**config.mk**
```make
export PLATFORM = sky130hd
export DESIGN_NAME = vbc_port
export DESIGN_NICKNAME = d
export VERILOG_FILES = /design/src/rtl/vbc_pkg.sv /design/src/rtl/vbc_timing.sv /design/src/rtl/vbc_tx.sv /design/src/rtl/vbc_rx.sv /design/src/rtl/vbc_port.sv
export SDC_FILE = /design/constraint.sdc
export NUM_CORES = 1
export LEC_CHECK = 0
export ABC_AREA = 1
export CAP_MARGIN = 30
export CORE_UTILIZATION = 50
export CTS_CLUSTER_SIZE = 30
export DETAILED_ROUTE_END_ITERATION = 16
export GPL_TIMING_DRIVEN = 0
export MAX_ROUTING_LAYER = met4
export PLACE_DENSITY = 0.69
export SYNTH_ARGS = -nofsm -noshare
export SYNTH_HDL_FRONTEND = slang
export SYNTH_SLANG_ARGS = --single-unit
```
**constraint.sdc**
```tcl
create_clock -name clk -period 2.78 [get_ports clk]
set_clock_uncertainty 0.1 [all_clocks]
set_input_delay 0.278 -clock clk [delete_from_list [all_inputs] [get_ports clk]]
set_output_delay 0.278 -clock clk [all_outputs]
set_load 0.02 [all_outputs]
```
**src/rtl/vbc_pkg.sv**
```systemverilog
package vbc_pkg;
  localparam int SMP_W  = 13;
  localparam int VOL_W  = 3;
  localparam int WORD_W = SMP_W + VOL_W;
  localparam int HOST_W = 16;
  localparam int LEFT_W = $clog2(WORD_W + 1);

  typedef logic [SMP_W-1:0]  smp_t;
  typedef logic [VOL_W-1:0]  vol_t;
  typedef logic [WORD_W-1:0] word_t;
  typedef logic [HOST_W-1:0] host_t;

  typedef struct packed {
    logic fall;
    logic rise;
    logic sync;
  } bit_ev_t;

  // outbound slot: sample in the high bits, volume code in the low bits
  function automatic word_t pack_word(smp_t s, vol_t v);
    return {s, v};
  endfunction

  // inbound slot: keep the sample field, sign-extend, drop the pad bits
  function automatic host_t widen(word_t w);
    return {{(HOST_W-SMP_W){w[WORD_W-1]}}, w[WORD_W-1:VOL_W]};
  endfunction
endpackage

```
**src/rtl/vbc_timing.sv**
```systemverilog
module vbc_timing
  import vbc_pkg::*;
#(
  parameter int HALF_DIV   = 4,
  parameter int FRAME_BITS = 20
) (
  input  logic    clk,
  input  logic    rst_n,
  input  logic    use_ext,
  input  logic    ext_bclk,
  input  logic    ext_fsync,
  output logic    bclk_o,
  output logic    fsync_o,
  output bit_ev_t ev
);
  localparam int CNT_W = $clog2(2 * HALF_DIV);
  localparam int BIT_W = $clog2(FRAME_BITS);
  localparam logic [CNT_W-1:0] CNT_LAST = CNT_W'(2 * HALF_DIV - 1);
  localparam logic [CNT_W-1:0] CNT_HALF = CNT_W'(HALF_DIV);
  localparam logic [BIT_W-1:0] BIT_LAST = BIT_W'(FRAME_BITS - 1);

  logic [CNT_W-1:0] cnt;
  logic [BIT_W-1:0] bitn;
  logic             int_bclk, int_fsync, int_fall, int_rise;
  logic [2:0]       bsh;
  logic [1:0]       fsh;
  logic             ext_rise, ext_fall, ext_fs;

  // master divider: bit counter inside a frame counter
  always_ff @(posedge clk) begin
    if (!rst_n) begin
      cnt  <= '0;
      bitn <= '0;
    end else if (cnt == CNT_LAST) begin
      cnt  <= '0;
      bitn <= (bitn == BIT_LAST) ? '0 : bitn + 1'b1;
    end else begin
      cnt <= cnt + 1'b1;
    end
  end

  assign int_bclk  = (cnt >= CNT_HALF);
  assign int_fsync = (bitn == '0);
  assign int_fall  = (cnt == '0);
  assign int_rise  = (cnt == CNT_HALF);

  // follower: resynchronise the external clock and sync, find edges
  always_ff @(posedge clk) begin
    if (!rst_n) begin
      bsh <= '0;
      fsh <= '0;
    end else begin
      bsh <= {bsh[1:0], ext_bclk};
      fsh <= {fsh[0], ext_fsync};
    end
  end

  assign ext_rise = bsh[1] & ~bsh[2];
  assign ext_fall = ~bsh[1] & bsh[2];
  assign ext_fs   = fsh[1];

  assign bclk_o  = use_ext ? 1'b0 : int_bclk;
  assign fsync_o = use_ext ? 1'b0 : int_fsync;

  always_comb begin
    ev.fall = use_ext ? ext_fall : int_fall;
    ev.rise = use_ext ? ext_rise : int_rise;
    ev.sync = ev.rise & (use_ext ? ext_fs : int_fsync);
  end
endmodule

```
**src/rtl/vbc_tx.sv**
```systemverilog
module vbc_tx
  import vbc_pkg::*;
(
  input  logic    clk,
  input  logic    rst_n,
  input  bit_ev_t ev,
  input  vol_t    vol_code,
  input  smp_t    tx_sample,
  input  logic    tx_valid,
  output logic    tx_ready,
  output logic    tx_underrun,
  output logic    sdout
);
  localparam logic [LEFT_W-1:0] WORD_CNT = LEFT_W'(WORD_W);

  smp_t              hold, last;
  logic              hold_full;
  word_t             shreg;
  logic [LEFT_W-1:0] left;
  logic              accept;

  assign accept   = tx_valid & ~hold_full;
  assign tx_ready = ~hold_full;

  always_ff @(posedge clk) begin
    if (!rst_n) begin
      hold        <= '0;
      last        <= '0;
      hold_full   <= 1'b0;
      shreg       <= '0;
      left        <= '0;
      sdout       <= 1'b0;
      tx_underrun <= 1'b0;
    end else begin
      if (ev.sync) begin
        // frame boundary: choose new or repeated sample, capture volume
        shreg       <= pack_word(hold_full ? hold : last, vol_code);
        left        <= WORD_CNT;
        tx_underrun <= ~hold_full;
        if (hold_full) begin
          last      <= hold;
          hold_full <= 1'b0;
        end
      end else if (ev.fall) begin
        if (left != '0) begin
          sdout <= shreg[WORD_W-1];
          shreg <= {shreg[WORD_W-2:0], 1'b0};
          left  <= left - 1'b1;
        end else begin
          sdout <= 1'b0;
        end
      end
      if (accept) begin
        hold      <= tx_sample;
        hold_full <= 1'b1;
      end
    end
  end
endmodule

```
**src/rtl/vbc_rx.sv**
```systemverilog
module vbc_rx
  import vbc_pkg::*;
#(
  parameter int SYNC_STAGES = 2
) (
  input  logic    clk,
  input  logic    rst_n,
  input  bit_ev_t ev,
  input  logic    sdin,
  input  logic    rx_ready,
  output host_t   rx_sample,
  output logic    rx_valid,
  output logic    word_done
);
  localparam logic [LEFT_W-1:0] WORD_CNT = LEFT_W'(WORD_W);

  logic [SYNC_STAGES-1:0] sdin_sh;
  logic                   sdin_s;
  logic [WORD_W-2:0]      shreg;
  logic [LEFT_W-1:0]      left;

  always_ff @(posedge clk) begin
    if (!rst_n) sdin_sh <= '0;
    else        sdin_sh <= {sdin_sh[SYNC_STAGES-2:0], sdin};
  end
  assign sdin_s = sdin_sh[SYNC_STAGES-1];

  assign word_done = ev.rise & ~ev.sync & (left == LEFT_W'(1));

  always_ff @(posedge clk) begin
    if (!rst_n) begin
      shreg     <= '0;
      left      <= '0;
      rx_sample <= '0;
      rx_valid  <= 1'b0;
    end else begin
      if (ev.sync) begin
        left <= WORD_CNT;
      end else if (ev.rise && left != '0) begin
        shreg <= {shreg[WORD_W-3:0], sdin_s};
        left  <= left - 1'b1;
      end
      if (rx_ready) rx_valid <= 1'b0;
      if (word_done) begin
        rx_sample <= widen({shreg, sdin_s});
        rx_valid  <= 1'b1;
      end
    end
  end
endmodule

```
**src/rtl/vbc_port.sv**
```systemverilog
module vbc_port
  import vbc_pkg::*;
#(
  parameter int HALF_DIV   = 4,
  parameter int FRAME_BITS = 20
) (
  input  logic              clk,
  input  logic              rst_n,
  input  logic              use_ext,
  input  logic              ext_bclk,
  input  logic              ext_fsync,
  output logic              bclk_o,
  output logic              fsync_o,
  output logic              sdout,
  input  logic              sdin,
  input  logic [VOL_W-1:0]  vol_code,
  input  logic [SMP_W-1:0]  tx_sample,
  input  logic              tx_valid,
  output logic              tx_ready,
  output logic              tx_underrun,
  output logic [HOST_W-1:0] rx_sample,
  output logic              rx_valid,
  input  logic              rx_ready
);
  bit_ev_t ev;
  logic    ev_fall, ev_rise, ev_sync;
  logic    word_done;

  vbc_timing #(.HALF_DIV(HALF_DIV), .FRAME_BITS(FRAME_BITS)) u_timing (
    .clk(clk), .rst_n(rst_n), .use_ext(use_ext),
    .ext_bclk(ext_bclk), .ext_fsync(ext_fsync),
    .bclk_o(bclk_o), .fsync_o(fsync_o), .ev(ev)
  );

  // named event wires for the checker
  assign ev_fall = ev.fall;
  assign ev_rise = ev.rise;
  assign ev_sync = ev.sync;

  vbc_tx u_tx (
    .clk(clk), .rst_n(rst_n), .ev(ev), .vol_code(vol_code),
    .tx_sample(tx_sample), .tx_valid(tx_valid), .tx_ready(tx_ready),
    .tx_underrun(tx_underrun), .sdout(sdout)
  );

  vbc_rx #(.SYNC_STAGES(2)) u_rx (
    .clk(clk), .rst_n(rst_n), .ev(ev), .sdin(sdin), .rx_ready(rx_ready),
    .rx_sample(rx_sample), .rx_valid(rx_valid), .word_done(word_done)
  );
endmodule

```
==> key figures, run 1 <==
Run status
  – Status: complete, no violations

Pwr
  – Psw: 0.000785 W
  – Leak: 2.20 nW
  – Switch share: 0.266
  – Clock power share: 0.340
  – Sequential Power Share: 0.515
  – Int Pwr: 0.00216 W
  – Peak supply drop: 0.342 mV
  – Combinational share of power: 0.145
  – P per Cell Area: a little under 600 mW/mm^2

STA
  – Measured slew at the worst slew-check pin: ~0.55 ns
  – Relative slew slack: 0.630
  – Crit path time final: 2.36 ns
  – Fin crit share: 0.848
  – Fmax: between 400 and 500 MHz
  – Hold Vio Cnt, Final: 0
  – Final WS setup: 0.424 ns
  – Unrepaired setup endpoints after global routing: false
  – Setup TNS: 0 ns
  – Slew Viols, Final: 0
  – Setup violators final: 0

Layout
  – Cell area after layout: 0.00506 sq mm
  – Layout cells sized above 1: 0.0815
  – Layout Nets: 653
  – Commonest non-fill, non-tap cells in the layout: dfxtp_1 (99), nor2_1 (82), nand2_1 (72)
  – Final Core Density: 0.616
  – Number of diodes: 0
  – Area delta synth->final: 18.8%
  – Register Area: 0.00198 sq mm
  – Fill cell count: between 700 and 800
  – Commonest non-fill, non-tap cell in the layout: dfxtp_1
  – Multi-input logic area: roughly 0.0018 sq mm
  – Fin cells: 731

Floorplanning
  – Die Height: between 90 and 100 um
  – Die area: 0.00889 sq mm
  – Row count: 33
  – Placeable Area: 0.00822 sq mm
  – Initial Util: 0.519
  – I/O pin count: 46
  – DIE WIDTH: 94.3 um

Synth
  – Mean area per synthesized cell: 7.54 sq um
  – Syn nets: 597
  – Synthesized area: between 0.004 and 0.005 sq mm
  – Register area share after synthesis: 0.465
  – Yosys top cell by area: dfxtp_1
  – Top_reg_cell synth: dfxtp_1
  – Yosys Warn Count: 0
  – Synth unique cells: 31
  – Post-Syn Instances: 565
  – Yosys reg bits: 99
  – Post-synth EDFFs: 0
  – Largest cells by area after synthesis: dfxtp_1 (47%), o21ai_0 (8.2%), nor2_1 (7.2%)
  – Yosys top cell area share: 0.465
  – Fraction of registers with async set/reset: 0

Critical path
  – Worst EP required: ~2.4 ns
  – Worst Setup End Kind: output pin
  – Register-to-Register Path Depth: 10
  – Crit path largest cell delay: 0.59 ns
  – Cell-by-cell trace of the critical path: buf_2 > clkbuf_1 > inv_1 > clkdlybuf4s50_1
  – Worst Setup Start Kind: flop
  – CP Class: reg2out
  – Worst r2r dst: u_tx.shreg[13]$_SDFFE_PN0P_
  – FF-to-FF Start: u_tx.left[0]$_SDFFE_PP0P_
  – Worst path arrival time: a little under 2 ns
  – CP Max Fanout: 10
  – CP max-delay cell: clkdlybuf4s50_1
  – Reg-to-reg slack, setup: 0.92 ns

Routing
  – Wire length per cell: 12.2 um
  – Via count: 3,707
  – Total wire length: 8950 um
  – Drt first-iter violations: around 130
  – Vias/cell: slightly above 5
  – DRT Pass-1 Iters: 4
  – DRC viols: 0
  – Antenna Nets Post-Route: 0

Placement
  – DP Area: 0.00484 sq mm
  – Final GP Congestion: 0.809
  – Worst slack, placed: between 0.6 and 0.7 ns
  – I/O Buffers: 45
  – Dpl hpwl: 6450 um
  – Post-Place Cells: 715

GRT
  – Initial antenna violation count: 0
  – Vias in the first global route: 3,490
  – GRT overflow: 0
  – Largest net degree at the start of global routing: 17
  – Global-route wire length before repair: 15,500 um
  – Gr usage total: 0.227

Min path
  – Worst Hold Path Cells: 2
  – WHS Endpoint: u_timing.fsh[1]$_SDFF_PN0_
  – Hold Startpoint: u_timing.fsh[0]$_SDFF_PN0_
  – HP Class: reg2reg

Run
  – Max-Cap Viols: 0

Clock tree
  – Worst-path clk slew: 0.09 ns
  – Hold-fix buffers, CTS: 0
  – Post-CTS Resized: 0
  – Num CTS Buffers: 9
  – # clock sinks: approximately 100
  – CTS tree: built
  – Clock Root Buffer: clkbuf_8
  – Post-CTS Setup Bufs: 0
  – CTS H-Tree Depth: 3
  – Worst-Skew Late Latency: ~0.36 ns
  – Clock buffer depth: 2
## cell type report
class                           count  area share
Clock buffer                       10      0.0252
Timing Repair Buffer               45      0.0890
Clock inverter                      6      0.0178
Inverter                           68      0.0504
Multi-Input combinational cell    362       0.358
Buffer                             36      0.0420
Sequential cell                    99       0.392
Tap cell                          105      0.0260
## synthesized netlist by cell type, types with 2 or more instances
master	instances
dfxtp_1	99
nor2_1	82
nand2_1	72
o21ai_0	70
inv_1	67
nand3_1	36
nor3_1	28
a21oi_1	16
clkbuf_1	14
o22ai_1	13
nand3b_1	12
buf_2	8
buf_4	8
ha_1	8
buf_6	5
nand2_4	4
nand2_2	3
nand4_1	3
xor2_1	3
nand3_2	2
nor2_4	2
## cell families (layout without fill, tap and decap cells)
| family | after synthesis | after routing | share of synthesized area |
|---|---|---|---|
| adders and majority gates | 8 | 8 | 0.0235 |
| buffers and inverters | 104 | 165 | 0.110 |
| DFF | 99 | 99 | 0.465 |
| AOI/OAI and AO/OA | 102 | 102 | 0.126 |
| and+or+nand+nor | 248 | 248 | 0.268 |
| xor gates and xnor gates | 4 | 4 | 0.00822 |
## power by group through the flow
| stage | registers, W | clock network (W) | logic, W |
|---|---|---|---|
| floorplan | 0.00154 | 0 | 0.000310 |
| CTS | 0.00152 | 0.00103 | 0.000432 |
| finish | 0.00152 | 0.00100 | 0.000428 |
| global placement | 0.00155 | 0 | 0.000422 |
| global route | 0.00153 | 0.00107 | 0.000493 |
| detailed placement | 0.00155 | 0 | 0.000429 |
## per-layer routing
metal | up-vias | track usage | part of all wire
li1 | 1928 | - | -
met1 | 1716 | 0.276 | 0.49
met2 | 52 | 0.377 | 0.47
met3 | 11 | 0.0405 | 0.032
met4 | 0 | 0.0731 | 0.014
met5 | - | - | 0
## worst max-delay path by stage
| stage | slack [ns] | cells past startpoint | end | startpoint |
|---|---|---|---|---|
| 6_report | 0.42 | 4 | tx_ready | u_tx.hold_full$_SDFFE_PN0P_ |
| 5_1_grt | 0.31 | 4 | tx_ready | u_tx.hold_full$_SDFFE_PN0P_ |
| 4_1_cts | 0.41 | 4 | tx_ready | u_tx.hold_full$_SDFFE_PN0P_ |
| 3_5_place_dp | 0.61 | 5 | u_tx.shreg[13]$_SDFFE_PN0P_ | rst_n |
| 3_3_place_gp | 0.61 | 5 | u_rx.rx_sample[10]$_SDFFE_PN0P_ | rst_n |
| 2_1_floorplan | 1.18 | 10 | u_tx.shreg[10]$_SDFFE_PN0P_ | u_tx.left[0]$_SDFFE_PP0P_ |
## critical path, delay by kind of cell, from the launching register on
family                 cells  cell delay [ns]
flip-flops                 1             0.32
buffers and inverters      4             1.30
## state kept, by name, summed over array words and instances (netlist names)
register / flops
u_rx.sdin_sh: 2
u_tx.hold_full: 1
u_tx.left: 5
u_tx.hold: 13
u_rx.shreg: 15
u_rx.rx_valid: 1
u_rx.rx_sample: 13
u_rx.left: 5
u_tx.last: 13
u_tx.shreg: 16
u_timing.bsh: 3
u_timing.cnt: 3
u_timing.fsh: 2
u_timing.bitn: 5
u_tx.sdout: 1
u_tx.tx_underrun: 1
## per-stage QoR
| stage | power, W | hold WS (ns) |
|---|---|---|
| 2_1_floorplan | 0.00185 | 0.276 |
| 3_3_place_gp | 0.00197 | 0.295 |
| 3_5_place_dp | 0.00198 | 0.302 |
| 4_1_cts | 0.00298 | 0.323 |
| 5_1_grt | 0.00309 | 0.338 |
| 6_report | 0.00295 | 0.321 |
(Power assumes the default switching activity.)
==> run 2, diff against run 1 <==
--- a/config.mk
+++ b/config.mk
@@ -12,7 +12,7 @@
 export DETAILED_ROUTE_END_ITERATION = 16
 export GPL_TIMING_DRIVEN = 0
 export MAX_ROUTING_LAYER = met4
-export PLACE_DENSITY = 0.69
+export PLACE_DENSITY = 0.72
 export SYNTH_ARGS = -nofsm -noshare
 export SYNTH_HDL_FRONTEND = slang
 export SYNTH_SLANG_ARGS = --single-unit
==> constraint.sdc (replaced) <==
create_clock -name clk -period 2 [get_ports clk]
set_clock_uncertainty 0.1 [all_clocks]
set_input_delay 0.2 -clock clk [delete_from_list [all_inputs] [get_ports clk]]
set_output_delay 0.2 -clock clk [all_outputs]
set_load 0.02 [all_outputs]
==> key figures, run 2 (synthesis gave the netlist of run 1 again) <==
Run status
  – Status: complete, no violations

Routing
  – Via count: 3,724 (+0.46%)
  – Vias/cell: 5.10 (+0.60%)
  – Antenna Nets Post-Route: 0 (unchanged)
  – Drt first-iter violations: 158 (+26%)
  – DRT Pass-1 Iters: 4 (unchanged)
  – DRC viols: 0 (unchanged)
  – Total wire length: 8980 um (+0.36%)
  – Wire length per cell: 12.3 um (+0.50%)

STA
  – Setup TNS: 0 ns (unchanged)
  – Setup violators final: 0 (unchanged)
  – Fin crit share: 0.960
  – Fmax: 521 MHz
  – Relative slew slack: 0.644 (+0.0135)
  – Slew Viols, Final: 0 (unchanged)
  – Crit path time final: between 1.5 and 2 ns
  – Hold Vio Cnt, Final: 0 (unchanged)
  – Measured slew at the worst slew-check pin: 0.534 ns (-0.0203 ns)
  – Unrepaired setup endpoints after global routing: false

Critical path
  – CP Class: reg2out
  – Register-to-Register Path Depth: 9 (-1)
  – Worst Setup Start Kind: flop
  – Crit path largest cell delay: 0.62 ns (+0.03 ns)
  – Cell-by-cell trace of the critical path: buf_4 > inv_1 > clkdlybuf4s50_1
  – Worst Setup End Kind: output pin
  – Family with the most delay on the worst path: buffers and inverters
  – Number of cells on the critical path: 3 (-1)
  – CP Max Fanout: 19 (+9)
  – Worst path arrival time: 1.62 ns (-0.36 ns)
  – CP max-delay cell: clkdlybuf4s50_1
  – Worst EP required: 1.70 ns (-0.70 ns)
  – Worst path bufs/invs: 3 (-1)

Floorplanning
  – I/O pin count: 46 (unchanged)
  – Placeable Area: 0.00822 sq mm (unchanged)
  – DIE WIDTH: 94.3 um (unchanged)
  – Initial Util: 0.519 (unchanged)
  – Row count: 33 (unchanged)
  – Die area: 0.00889 sq mm (unchanged)
  – Die Height: 94.3 um (unchanged)

GRT
  – GRT met3 Usage: 0.0461 (+0.00566)
  – Global-route wire length before repair: 15,000 um (-3.4%)
  – Gr usage total: 0.221 (-0.00598)
  – Initial antenna violation count: 0 (unchanged)
  – Grt met2 use: 0.385 (+0.00725)
  – Largest net degree at the start of global routing: 20 (+3)
  – Met1 Track Usage GR: 0.259 (-0.0178)
  – Most Used Layer, Global Route: met2
  – Vias in the first global route: 3,407 (-2.4%)
  – GRT overflow: 0 (unchanged)

Layout
  – Commonest non-fill, non-tap cell in the layout: dfxtp_1
  – Number of diodes: 0 (unchanged)
  – Largest register FFs: 16 (unchanged)
  – Largest Register: u_tx.shreg
  – Layout cells sized above 1: 0.0848 (+0.00333)
  – Layout Nets: 653 (unchanged)
  – Biggest regs: u_tx.shreg (16), u_rx.shreg (15)
  – Fin cells: 730 (-0.14%)
  – Commonest non-fill, non-tap cells in the layout: dfxtp_1 (99), nor2_1 (82), nand2_1 (72)
  – Area delta synth->final: 18.2%

Clock tree
  – # clock sinks: 99 (unchanged)
  – Worst-path clk slew: 0.09 ns (about the same)
  – Clock buffer depth: 2 (unchanged)
  – Worst-Skew Late Latency: 0.35 ns (about the same)
  – CTS tree: built
  – CTS H-Tree Depth: 3 (unchanged)
  – Num CTS Buffers: 9 (unchanged)
  – Clock Root Buffer: clkbuf_8

Pwr
  – Leak: 2.19 nW (-0.27%)
  – Peak supply drop: 0.374 mV (+9.3%)
  – P per Cell Area: 790 mW/mm^2 (+36%)
  – Pwr Total: 0.00398 W (+35%)

Min path
  – Worst Hold Path Cells: 3 (+1)
  – HP Class: in2reg

Placement
  – Post-Place Cells: 715 (unchanged)
  – Dpl hpwl: 6440 um (-0.11%)
  – Final GP Congestion: 0.828 (+2.4%)
  – I/O Buffers: 45 (unchanged)

Run
  – Max-Cap Viols: 0 (unchanged)
[run 2: what timing repair did]
| item | in CTS | in global routing |
|---|---|---|
| endpoints found under the setup margin | 2 | 15 |
| pin swaps | 0 | 1 |
| resized for setup | 2 | 4 |
| setup buffers | 0 | 1 |
| hold buffers | 0 | 0 |
[run 2: final timing paths]
kind / from / endpoint / slack, ns
worst max-delay path: u_tx.hold_full$_SDFFE_PN0P_ / tx_ready / 0.08
worst min-delay path: ext_fsync / u_timing.fsh[0]$_SDFF_PN0_ / 0.28
worst max register to register: u_timing.cnt[0]$_SDFF_PP0_ / u_tx.left[2]$_SDFFE_PP0P_ / 0.21
worst min register to register: u_timing.bsh[0]$_SDFF_PN0_ / u_timing.bsh[1]$_SDFF_PN0_ / 0.33
[run 2: layout make-up]
type	count	area [sq um]
clock inverters	6	65.1
repair buffers	46	453
fillers	766	3180
well taps	105	131
plain buffers	35	214
multi-input cells	362	1810
clock buffers	9	124
inverters	68	255
flip-flops and latches	99	1980
[run 2: metal layers]
metal  vias to the layer above  wire length, um
li1                       1929                -
met1                      1721             4130
met5                         -                0
met4                         0               76
met3                         8              380
met2                        66             4400
[run 2: metrics by stage]
| stage | utilization | hold WS, ns | instance area (sq um) | worst slack, ns |
|---|---|---|---|---|
| 6_report | 0.613 | 0.278 | 5030 | 0.0795 |
| 5_1_grt | 0.613 | 0.267 | 5030 | 0.0161 |
| 4_1_cts | 0.612 | 0.266 | 5030 | 0.0545 |
| 3_5_place_dp | 0.589 | 0.309 | 4840 | -0.0429 |
| 3_3_place_gp | 0.589 | 0.301 | 4840 | -0.0306 |
| 2_1_floorplan | - | 0.198 | 4260 | 0.405 |
[run 2: where the power goes]
part | internal (W) | total (W) | switching (W)
sequential | 0.00207 | 0.00211 | 0.0000448
clock | 0.000574 | 0.00124 | 0.000670
combinational | 0.000251 | 0.000621 | 0.000370
[run 2: worst min-delay path, stage by stage]
cell and delay, ns:
clkdlybuf4s50_1 0.40, nand2_1 0.06, inv_1 0.03
